===== config.mk =====
export PLATFORM = sky130hd
export DESIGN_NAME = regwin_ctrl
export DESIGN_NICKNAME = d
export VERILOG_FILES = /design/src/rtl/regwin_pkg.sv /design/src/rtl/regwin_scan.sv /design/src/rtl/regwin_lookback.sv /design/src/rtl/regwin_rf.sv /design/src/rtl/regwin_ctrl.sv
export SDC_FILE = /design/constraint.sdc
export NUM_CORES = 2
export LEC_CHECK = 0
export ABC_AREA = 0
export CAP_MARGIN = 20
export CELL_PAD_IN_SITES_DETAIL_PLACEMENT = 2
export CELL_PAD_IN_SITES_GLOBAL_PLACEMENT = 2
export CORE_UTILIZATION = 44
export DETAILED_ROUTE_END_ITERATION = 8
export PLACE_DENSITY = 0.85
export SLEW_MARGIN = 5
export SYNTH_ARGS = -nofsm -noshare
export SYNTH_HDL_FRONTEND = slang
export SYNTH_HIERARCHICAL = 1
export SYNTH_SLANG_ARGS = --single-unit

===== constraint.sdc =====
create_clock -name clk -period 7 [get_ports clk]
set_input_delay 1.05 -clock clk [delete_from_list [all_inputs] [get_ports clk]]
set_output_delay 1.05 -clock clk [all_outputs]
set_load 0.05 [all_outputs]

===== src/rtl/regwin_pkg.sv =====
package regwin_pkg;

  typedef enum logic [2:0] {
    WOP_ENTRY    = 3'd0,
    WOP_RETURN   = 3'd1,
    WOP_ROTATE   = 3'd2,
    WOP_SPMOVE   = 3'd3,
    WOP_RESTORE  = 3'd4,
    WOP_SETBASE  = 3'd5,
    WOP_SETMAP   = 3'd6,
    WOP_CLREXC   = 3'd7
  } win_op_e;

  localparam logic [3:0] TC_NONE    = 4'd0;
  localparam logic [3:0] TC_ILLEGAL = 4'd1;
  localparam logic [3:0] TC_ALLOCA  = 4'd2;
  localparam logic [3:0] TC_OVF4    = 4'd3;
  localparam logic [3:0] TC_OVF8    = 4'd4;
  localparam logic [3:0] TC_OVF12   = 4'd5;
  localparam logic [3:0] TC_UNF4    = 4'd6;
  localparam logic [3:0] TC_UNF8    = 4'd7;
  localparam logic [3:0] TC_UNF12   = 4'd8;

endpackage


===== src/rtl/regwin_scan.sv =====
// Overflow scan: circular view of the ownership map starting just above
// the base, first-owner search and handler size selection.
module regwin_scan
  import regwin_pkg::*;
#(
  parameter int NGRP = 8,
  parameter int GW   = 3
) (
  input  logic [NGRP-1:0] start_i,
  input  logic [GW-1:0]   base_i,
  input  logic [1:0]      callinc_i,
  output logic            ovf_o,
  output logic [GW-1:0]   adv_o,
  output logic [3:0]      code_o
);

  logic [NGRP-1:0] rot;
  logic [2:0]      cmask;
  logic [1:0]      first;
  logic [GW-1:0]   step;

  // bit g of the rotated view is the group g+1 places above the base
  for (genvar g = 0; g < NGRP; g++) begin : g_rot
    assign rot[g] = start_i[base_i + GW'(g + 1)];
  end

  always_comb begin
    cmask = 3'b000;
    for (int i = 0; i < 3; i++) begin
      if (i < int'(callinc_i)) cmask[i] = 1'b1;
    end
    ovf_o = |(rot[2:0] & cmask);

    if (rot[0])      first = 2'd0;
    else if (rot[1]) first = 2'd1;
    else             first = 2'd2;

    step  = GW'(first) + GW'(1);
    adv_o = step;

    if (rot[step])                code_o = TC_OVF4;
    else if (rot[step + GW'(1)])  code_o = TC_OVF8;
    else                          code_o = TC_OVF12;
  end

endmodule


===== src/rtl/regwin_lookback.sv =====
// Looks at the three groups below the base for the nearest live frame.
module regwin_lookback #(
  parameter int NGRP = 8,
  parameter int GW   = 3
) (
  input  logic [NGRP-1:0] start_i,
  input  logic [GW-1:0]   base_i,
  output logic [1:0]      dist_o,
  output logic            none_o
);

  logic [GW-1:0] g1, g2, g3;

  assign g1 = base_i - GW'(1);
  assign g2 = base_i - GW'(2);
  assign g3 = base_i - GW'(3);

  always_comb begin
    if (start_i[g1])      dist_o = 2'd1;
    else if (start_i[g2]) dist_o = 2'd2;
    else if (start_i[g3]) dist_o = 2'd3;
    else                  dist_o = 2'd0;
    none_o = (dist_o == 2'd0);
  end

endmodule


===== src/rtl/regwin_rf.sv =====
// Physical storage addressed through the window offset.
module regwin_rf #(
  parameter int NAREG = 32,
  parameter int DW    = 32,
  parameter int PW    = 5
) (
  input  logic          clk,
  input  logic          we_i,
  input  logic [3:0]    wl_i,
  input  logic [DW-1:0] wd_i,
  input  logic [PW-1:0] off_i,
  input  logic [3:0]    ral_i,
  input  logic [3:0]    rbl_i,
  output logic [DW-1:0] rda_o,
  output logic [DW-1:0] rdb_o
);

  logic [DW-1:0] mem [NAREG];
  logic [PW-1:0] wp, pa, pb;

  assign wp = off_i + PW'(wl_i);
  assign pa = off_i + PW'(ral_i);
  assign pb = off_i + PW'(rbl_i);

  always_ff @(posedge clk) begin
    for (int i = 0; i < NAREG; i++) begin
      if (we_i && (wp == PW'(i))) mem[i] <= wd_i;
    end
  end

  assign rda_o = mem[pa];
  assign rdb_o = mem[pb];

endmodule


===== src/rtl/regwin_ctrl.sv =====
module regwin_ctrl
  import regwin_pkg::*;
#(
  parameter int NAREG = 32,
  parameter int DW    = 32
) (
  input  logic                           clk,
  input  logic                           rst_n,
  input  logic                           ovf_en,
  input  logic                           op_valid,
  input  logic [2:0]                     op_code,
  input  logic [3:0]                     op_s,
  input  logic [11:0]                    op_imm,
  input  logic [1:0]                     op_callinc,
  input  logic [NAREG/4-1:0]             op_arg,
  input  logic [1:0]                     op_pc_region,
  input  logic                           rf_we,
  input  logic [3:0]                     rf_waddr,
  input  logic [DW-1:0]                  rf_wdata,
  input  logic [3:0]                     rf_raddr,
  output logic [DW-1:0]                  rf_rdata,
  output logic [$clog2(NAREG/4)-1:0]     win_base,
  output logic [NAREG/4-1:0]             win_start,
  output logic                           exc_mode,
  output logic [$clog2(NAREG/4)-1:0]     saved_base,
  output logic                           trap_valid,
  output logic [3:0]                     trap_code,
  output logic                           ret_valid,
  output logic [DW-1:0]                  ret_pc,
  output logic                           busy
);

  localparam int NGRP = NAREG / 4;
  localparam int GW   = $clog2(NGRP);
  localparam int PW   = $clog2(NAREG);

  win_op_e op;
  assign op = win_op_e'(op_code);

  // state
  logic [GW-1:0]   base_q, base_d;
  logic [NGRP-1:0] map_q, map_d;
  logic            exc_q, exc_d;
  logic [GW-1:0]   owb_q, owb_d;
  logic            tv_q, tv_d;
  logic [3:0]      tc_q, tc_d;
  logic            rv_q, rv_d;
  logic [DW-1:0]   rpc_q, rpc_d;
  logic            rpc_en;

  // datapath links
  logic            scan_ovf;
  logic [GW-1:0]   scan_adv;
  logic [3:0]      scan_code;
  logic [1:0]      back_dist;
  logic            back_none;
  logic [DW-1:0]   rdb;
  logic [3:0]      rbl;
  logic            ent_we;
  logic            wr_en;
  logic [3:0]      wr_l;
  logic [DW-1:0]   wr_d;
  logic [1:0]      ret_n;
  logic            mode_ok;
  logic [GW-1:0]   nb;

  regwin_scan #(.NGRP(NGRP), .GW(GW)) scan_i (
    .start_i   (map_q),
    .base_i    (base_q),
    .callinc_i (op_callinc),
    .ovf_o     (scan_ovf),
    .adv_o     (scan_adv),
    .code_o    (scan_code)
  );

  regwin_lookback #(.NGRP(NGRP), .GW(GW)) back_i (
    .start_i (map_q),
    .base_i  (base_q),
    .dist_o  (back_dist),
    .none_o  (back_none)
  );

  assign rbl = (op == WOP_RETURN) ? 4'd0 : {2'b00, op_s[1:0]};

  regwin_rf #(.NAREG(NAREG), .DW(DW), .PW(PW)) rf_i (
    .clk   (clk),
    .we_i  (wr_en),
    .wl_i  (wr_l),
    .wd_i  (wr_d),
    .off_i ({base_q, 2'b00}),
    .ral_i (rf_raddr),
    .rbl_i (rbl),
    .rda_o (rf_rdata),
    .rdb_o (rdb)
  );

  // write port arbitration: an operation owns the port in its cycle
  assign wr_en = op_valid ? ent_we : rf_we;
  assign wr_l  = op_valid ? {op_callinc, op_s[1:0]} : rf_waddr;
  assign wr_d  = op_valid ? (rdb - (DW'(op_imm) << 3)) : rf_wdata;

  assign ret_n   = rdb[DW-1 -: 2];
  assign mode_ok = ovf_en && !exc_q;

  // next-state
  always_comb begin
    base_d = base_q;
    map_d  = map_q;
    exc_d  = exc_q;
    owb_d  = owb_q;
    tv_d   = 1'b0;
    tc_d   = TC_NONE;
    rv_d   = 1'b0;
    rpc_d  = rpc_q;
    rpc_en = 1'b0;
    ent_we = 1'b0;
    nb     = base_q;

    if (op_valid) begin
      unique case (op)
        WOP_ENTRY: begin
          if ((op_s > 4'd3) || !mode_ok) begin
            tv_d  = 1'b1;
            tc_d  = TC_ILLEGAL;
            exc_d = 1'b1;
          end else if (scan_ovf) begin
            base_d = base_q + scan_adv;
            owb_d  = base_q;
            exc_d  = 1'b1;
            tv_d   = 1'b1;
            tc_d   = scan_code;
          end else begin
            ent_we    = 1'b1;
            nb        = base_q + GW'(op_callinc);
            base_d    = nb;
            map_d[nb] = 1'b1;
          end
        end

        WOP_RETURN: begin
          if ((ret_n == 2'd0) || (!back_none && (back_dist != ret_n)) || !mode_ok) begin
            tv_d  = 1'b1;
            tc_d  = TC_ILLEGAL;
            exc_d = 1'b1;
          end else begin
            nb     = base_q - GW'(ret_n);
            base_d = nb;
            if (map_q[nb]) begin
              map_d[base_q] = 1'b0;
              rv_d          = 1'b1;
              rpc_en        = 1'b1;
              rpc_d         = {op_pc_region, rdb[DW-3:0]};
            end else begin
              owb_d = base_q;
              exc_d = 1'b1;
              tv_d  = 1'b1;
              tc_d  = TC_UNF4 + {2'b00, ret_n} - 4'd1;
            end
          end
        end

        WOP_ROTATE:  base_d = base_q + GW'($signed(op_arg[3:0]));

        WOP_SPMOVE: begin
          if (back_none) begin
            tv_d  = 1'b1;
            tc_d  = TC_ALLOCA;
            exc_d = 1'b1;
          end
        end

        WOP_RESTORE: base_d = owb_q;
        WOP_SETBASE: base_d = op_arg[GW-1:0];
        WOP_SETMAP:  map_d  = op_arg;
        WOP_CLREXC:  exc_d  = 1'b0;
        default: ;
      endcase
    end
  end

  // registers
  always_ff @(posedge clk or negedge rst_n) begin
    if (!rst_n) begin
      base_q <= '0;
      map_q  <= NGRP'(1);
      exc_q  <= 1'b0;
      owb_q  <= '0;
      tv_q   <= 1'b0;
      tc_q   <= TC_NONE;
      rv_q   <= 1'b0;
      rpc_q  <= '0;
    end else begin
      base_q <= base_d;
      map_q  <= map_d;
      exc_q  <= exc_d;
      owb_q  <= owb_d;
      tv_q   <= tv_d;
      tc_q   <= tc_d;
      rv_q   <= rv_d;
      if (rpc_en) rpc_q <= rpc_d;
    end
  end

  assign win_base   = base_q;
  assign win_start  = map_q;
  assign exc_mode   = exc_q;
  assign saved_base = owb_q;
  assign trap_valid = tv_q;
  assign trap_code  = tc_q;
  assign ret_valid  = rv_q;
  assign ret_pc     = rpc_q;
  assign busy       = 1'b0;

endmodule


==> impl_metrics.yaml, run 1 <==
status:
  status: "stopped before the end"
  lastStage: "5_1_grt"
  tool.error: "[ERROR GRT-0232] Routing congestion too high. Check the congestion heatmap in the GUI."
clock_network:
  clockBufferDepth: 3
  htree_levels: 3
  clock-sinks: 1077
  numCtsBuffers: 118
  hold_buffers: 0
  cts_root_buf: "clkbuf_16"
sta:
  worst_endpoint_kind: "register input"
  crit_endpoint: "rf_i/mem[6][25]$_DFFE_PP_/D"
yosys:
  netlist_instances: 4628
  synth_top_cell_by_area: "edfxtp_1"
  ys_seq_elements: 1077
  synth_top_area_share_pct: 53.5
  synth.area.top_cells: "edfxtp_1 (54%), a2111oi_0 (15%), nor2b_1 (11%), mux2i_1 (4.0%), nor4_1 (2.8%)"
  synth_edf_count: 1024
  yosys_warnings: 6
  ys_seq_area_share_pct: 55.9
  syn-cell-area_mm2: 0.0574
  avgSynthCellArea_um2: 12.4
  synth-main-ff-cell: "edfxtp_1"
  synth_cell_type_count: 82
  synthArstFlopShare_pct: 4.92
global_route:
  grt_overflow_total: 224
  antenna_found_initial: 69
  grtUsageTotal_pct: 79.7
  grt_max_degree: 92
floorplan:
  rows: 132
  die_w_um: 363
  initial_core_util_pct: 44.4
  num_io_pins: 162
  die_height_um: 363
place:
  placed_area_mm2: 0.0627
  place.gp.congestion: 0.920
  hpwlAfterDp_um: 164000
  place.port_buffers: 160
==> per-layer routing <==
| metal | overflow | GRT usage [%] |
|---|---|---|
| met3 | 9 | 72.0 |
| met2 | 128 | 90.4 |
| met1 | 5 | 78.1 |
| met5 | 0 | 62.0 |
| met4 | 82 | 76.8 |
==> cells by family after synthesis <==
family | after synthesis | synth area share (%)
buffers and inverters | 543 | 4.22
DFF | 1077 | 55.9
other | 2 | 0.0131
and+or+nand+nor | 1473 | 15.6
muxes | 312 | 5.83
xor gates and xnor gates | 40 | 0.662
AOI/OAI and AO/OA | 1139 | 16.8
adders and majority gates | 42 | 1.02
==> repair_timing <==
| item | 4_1_cts |
|---|---|
| setup buffers | 2 |
| endpoints found under the setup margin | 352 |
| pin swaps | 2 |
| resized for setup | 15 |
| gates cloned | 1 |
==> cells in the mapped netlist, drive strengths merged, types with 3 or more instances <==
library cell,number
mux2,70
and4,4
nand4,7
dfrtp,52
a21o,8
and2,8
ha,34
a31oi,18
o21a,5
clkbuf,343
mux2i,232
o21ai,33
fa,8
or2,3
nand2,34
xnor2,16
inv,47
nor3,16
a22oi,3
nand2b,9
o22ai,6
o211ai,8
mux4,10
a21oi,40
or3,10
nor2b,995
edfxtp,1024
a2111oi,994
nand3,45
buf,151
nor3b,4
xor2,24
nor4,253
nor2,71
nand3b,3
o31ai,5
==> through the flow <==
step | setup TNS (ns) | utilization, % | instances | worst slack [ns]
2_1_floorplan | 0 | - | 4639 | 0.144
3_3_place_gp | -19.08 | 48.4 | 6322 | -0.227
3_5_place_dp | -264.35 | 48.4 | 6324 | -0.917
4_1_cts | 0 | 51.6 | 6552 | 0.0125
==> run 2, diff against run 1 <==
--- a/config.mk
+++ b/config.mk
@@ -7,11 +7,9 @@
 export LEC_CHECK = 0
 export ABC_AREA = 0
 export CAP_MARGIN = 20
-export CELL_PAD_IN_SITES_DETAIL_PLACEMENT = 2
-export CELL_PAD_IN_SITES_GLOBAL_PLACEMENT = 2
-export CORE_UTILIZATION = 44
+export CORE_UTILIZATION = 40
 export DETAILED_ROUTE_END_ITERATION = 8
-export PLACE_DENSITY = 0.85
+export PLACE_DENSITY_LB_ADDON = 0.15
 export SLEW_MARGIN = 5
 export SYNTH_ARGS = -nofsm -noshare
 export SYNTH_HDL_FRONTEND = slang
==> impl_metrics.yaml, run 2 <==
status:
  status: "finished clean"
worst_setup_path:
  path_max_fanout: 35
  startpoint_type: "primary input"
  timing.critical_path.to_type: "register"
  r2r-start: "win_base[0]$_DFFE_PN0P_"
  crit_chain: "clkdlybuf4s50_1 > or3b_1 > and2_1 > inv_1 > fa_4 > buf_12 > buf_12 > a2111oi_0 > nor4_1 > mux2i_1 > mux2i_1 > buf_4 > ha_1 > nor2b_1 > o31ai_1 > buf_4 > a311o_1 > a2111oi_2 > buf_4 > o211ai_1 > o211ai_1 > buf_12"
  rrSetupSlack_ns: 0.99
  cp_slowest_cell: "a2111oi_2"
  critPathTopFamily: "compound AO/OA/AOI/OAI gates"
  arrival_ns: 6.96
  crit_buf_inv: 8
  r2r_cells: 17
  criticalPathCategory: "in2reg"
  required_ns: 7.59
  r2r-end: "rf_i/mem[14][26]$_DFFE_PP_"
  crit_cells: 22
  critPathMaxStageDelay_ns: 0.69
yosys:
  synth_cell_type_count: 82
  synth.area.mux_share_pct: 5.83
  synth-main-ff-cell: "edfxtp_1"
  synth_top_family_by_area: "compound AO/OA/AOI/OAI gates"
  synth_edf_count: 1024
  ys_seq_elements: 1077
  synth.area.top_cells: "edfxtp_1 (54%), a2111oi_0 (15%), nor2b_1 (11%), mux2i_1 (4.0%), nor4_1 (2.8%)"
  synth_fa_ha_area_share_pct: 1.02
  synth_compound_area_share_pct: 16.8
  avgSynthCellArea_um2: 12.4
  yosysMostFrequentCell: "edfxtp_1"
  netlist_instances: 4628
  synth_commonest_cells: "edfxtp_1 (1024), nor2b_1 (995), a2111oi_0 (978), clkbuf_1 (332), nor4_1 (253)"
  synth_simple_gate_area_share_pct: 15.6
  ys_seq_area_share_pct: 55.9
  synth_top_cell_by_area: "edfxtp_1"
  synthArstFlopShare_pct: 4.92
  synth_xor_area_share_pct: 0.662
  synth_top_area_share_pct: 53.5
  syn-cell-area_mm2: 0.0574
  yosys_warnings: 6
global_route:
  grtUsageTotal_pct: 29.1
  use_met3_pct: 4.85
  antenna_found_initial: 2
  top_usage_layer: "met2"
  grt_pass1_vias: 41700
  grt_max_degree: 119
  grt_overflow_total: 0
  grt_pass1_wl_um: 308000
  met1_usage_pct: 41.3
  use_met2_pct: 44.4
detailed_routing:
  via_per_inst: 6.59
  drt_iter0_markers: 5119
  drtAntennaViolNets: 0
  drc: 0
  num_vias: 44200
  wl_um: 217000
  routedWlPerCell_um: 32.4
  firstDrtPassIters: 5
hold_path:
  hp-class: "in2async"
power_and_ir_drop:
  power.share.sequential_pct: 28.3
  clockPowerShare_pct: 18.6
  swShare_pct: 45.3
  internal-power_uw: 18800
  peakVddDrop_mv: 1.35
  power.density_mw_per_mm2: 514
  switching_power_uw: 15500
  report.power.total_uw: 34300
  combinationalPowerShare_pct: 53.1
  leakage_uw: 0.0205
floorplan:
  rows: 138
  die-area_mm2: 0.145
  coreArea_mm2: 0.142
  initial_core_util_pct: 40.5
  die_w_um: 381
  num_io_pins: 162
  die_height_um: 381
place:
  place.gp.congestion: 0.911
  placed_cells: 6467
  placed_area_mm2: 0.0628
  place.port_buffers: 160
  hpwlAfterDp_um: 124000
final_layout:
  design_area_mm2: 0.0667
  area_delta_synth_final_pct: 16.2
  layout_commonest_cell: "edfxtp_1"
  largest-register: "rf_i/mem"
  final_cell_mix: "edfxtp_1 (1024), nor2b_1 (995), a2111oi_0 (978)"
  drive_gt1_share_pct: 13.2
  layout.nets: 4817
  post-route-util_pct: 47.0
  stdcell_count: 6700
  final.fill_count: 12600
  largest_reg_flops: 1024
sta:
  period_needed_ns: 6.37
  max-slew-margin-rel_pct: 17.3
  rsz0062_at_grt: "no"
  worst_pin_slew_ns: 1.24
  clock_skew_ns: 0.0537
  slew_viol_final: 0
  fmax_ghz: 0.157
  fin_crit_sh_pct: 91.0
  setup_viol: 0
  finalSetupTns_ns: 0
  finalHoldViolCount: 0
clock_network:
  cts_tree: "yes"
  numCtsBuffers: 120
  postCtsSetupBuffers: 0
  hold_buffers: 0
  cts_resized: 0
  clock-sinks: 1077
  clkLatencyLatePin_ns: 0.78
  cts_root_buf: "clkbuf_16"
  htree_levels: 3
  clkTransAtPathRegs_ns: 0.06
  clockBufferDepth: 3
run:
  max-cap-violations: 0
==> run 2: cell counts after synthesis <==
Identical to the previous run, type by type.
==> run 2: kinds of logic (layout without fill, tap and decap cells) <==
family          after synthesis  count (layout)
xor+xnor                     40              40
mux                         312             312
compound gates             1139            1139
other cells                   2              17
fa+ha+maj                    42              42
flops                      1077            1077
simple gates               1473            1473
buf+inv                     543             710
==> run 2: routing by layer <==
metal	vias up	wire, um	share of wire, %
met4	0	8280	3.8
met2	2162	97100	45
li1	19000	-	-
met5	-	0	0
met3	410	17600	8.1
met1	22700	94000	43
==> run 2: layout make-up <==
cell class	instances	area, um2	area share (%)
clock buffer	143	3170	4.76
antenna	4	10.0	0.0150
timing repair buffer	432	4670	7.00
inverter	49	199	0.298
tap	1890	2360	3.54
multi-input combinational	3019	23500	35.2
clock inverter	86	767	1.15
sequential	1077	32100	48.1
==> run 2: metrics by stage <==
step	hold slack [ns]	worst slack [ns]
floorplan	0.639	0.144
global placement	0.488	0.0216
detailed placement	0.494	-0.00468
CTS	0.433	0.773
global route	0.477	0.457
finish	0.435	0.627
==> run 2: power by group through the flow <==
stage	Clock (uW)	Combinational, uW	Sequential, uW
6_report	6380	18200	9700
5_1_grt	6690	18900	9730
4_1_cts	6460	18000	9700
3_5_place_dp	0	17900	9830
3_3_place_gp	0	17900	9820
2_1_floorplan	0	9360	10000
==> run 2: worst max-delay path by stage <==
stage	end	from
after CTS	rf_i/mem[20][26]$_DFFE_PP_	op_code[2]
final	rf_i/mem[14][26]$_DFFE_PP_	op_code[1]
after floorplan	rf_i/mem[0][11]$_DFFE_PP_	op_code[0]
after global routing	rf_i/mem[4][25]$_DFFE_PP_	op_code[0]
after detailed placement	rf_i/mem[11][26]$_DFFE_PP_	op_code[1]
after global placement	rf_i/mem[11][26]$_DFFE_PP_	op_code[2]
Power figures use the tool's default switching activity.
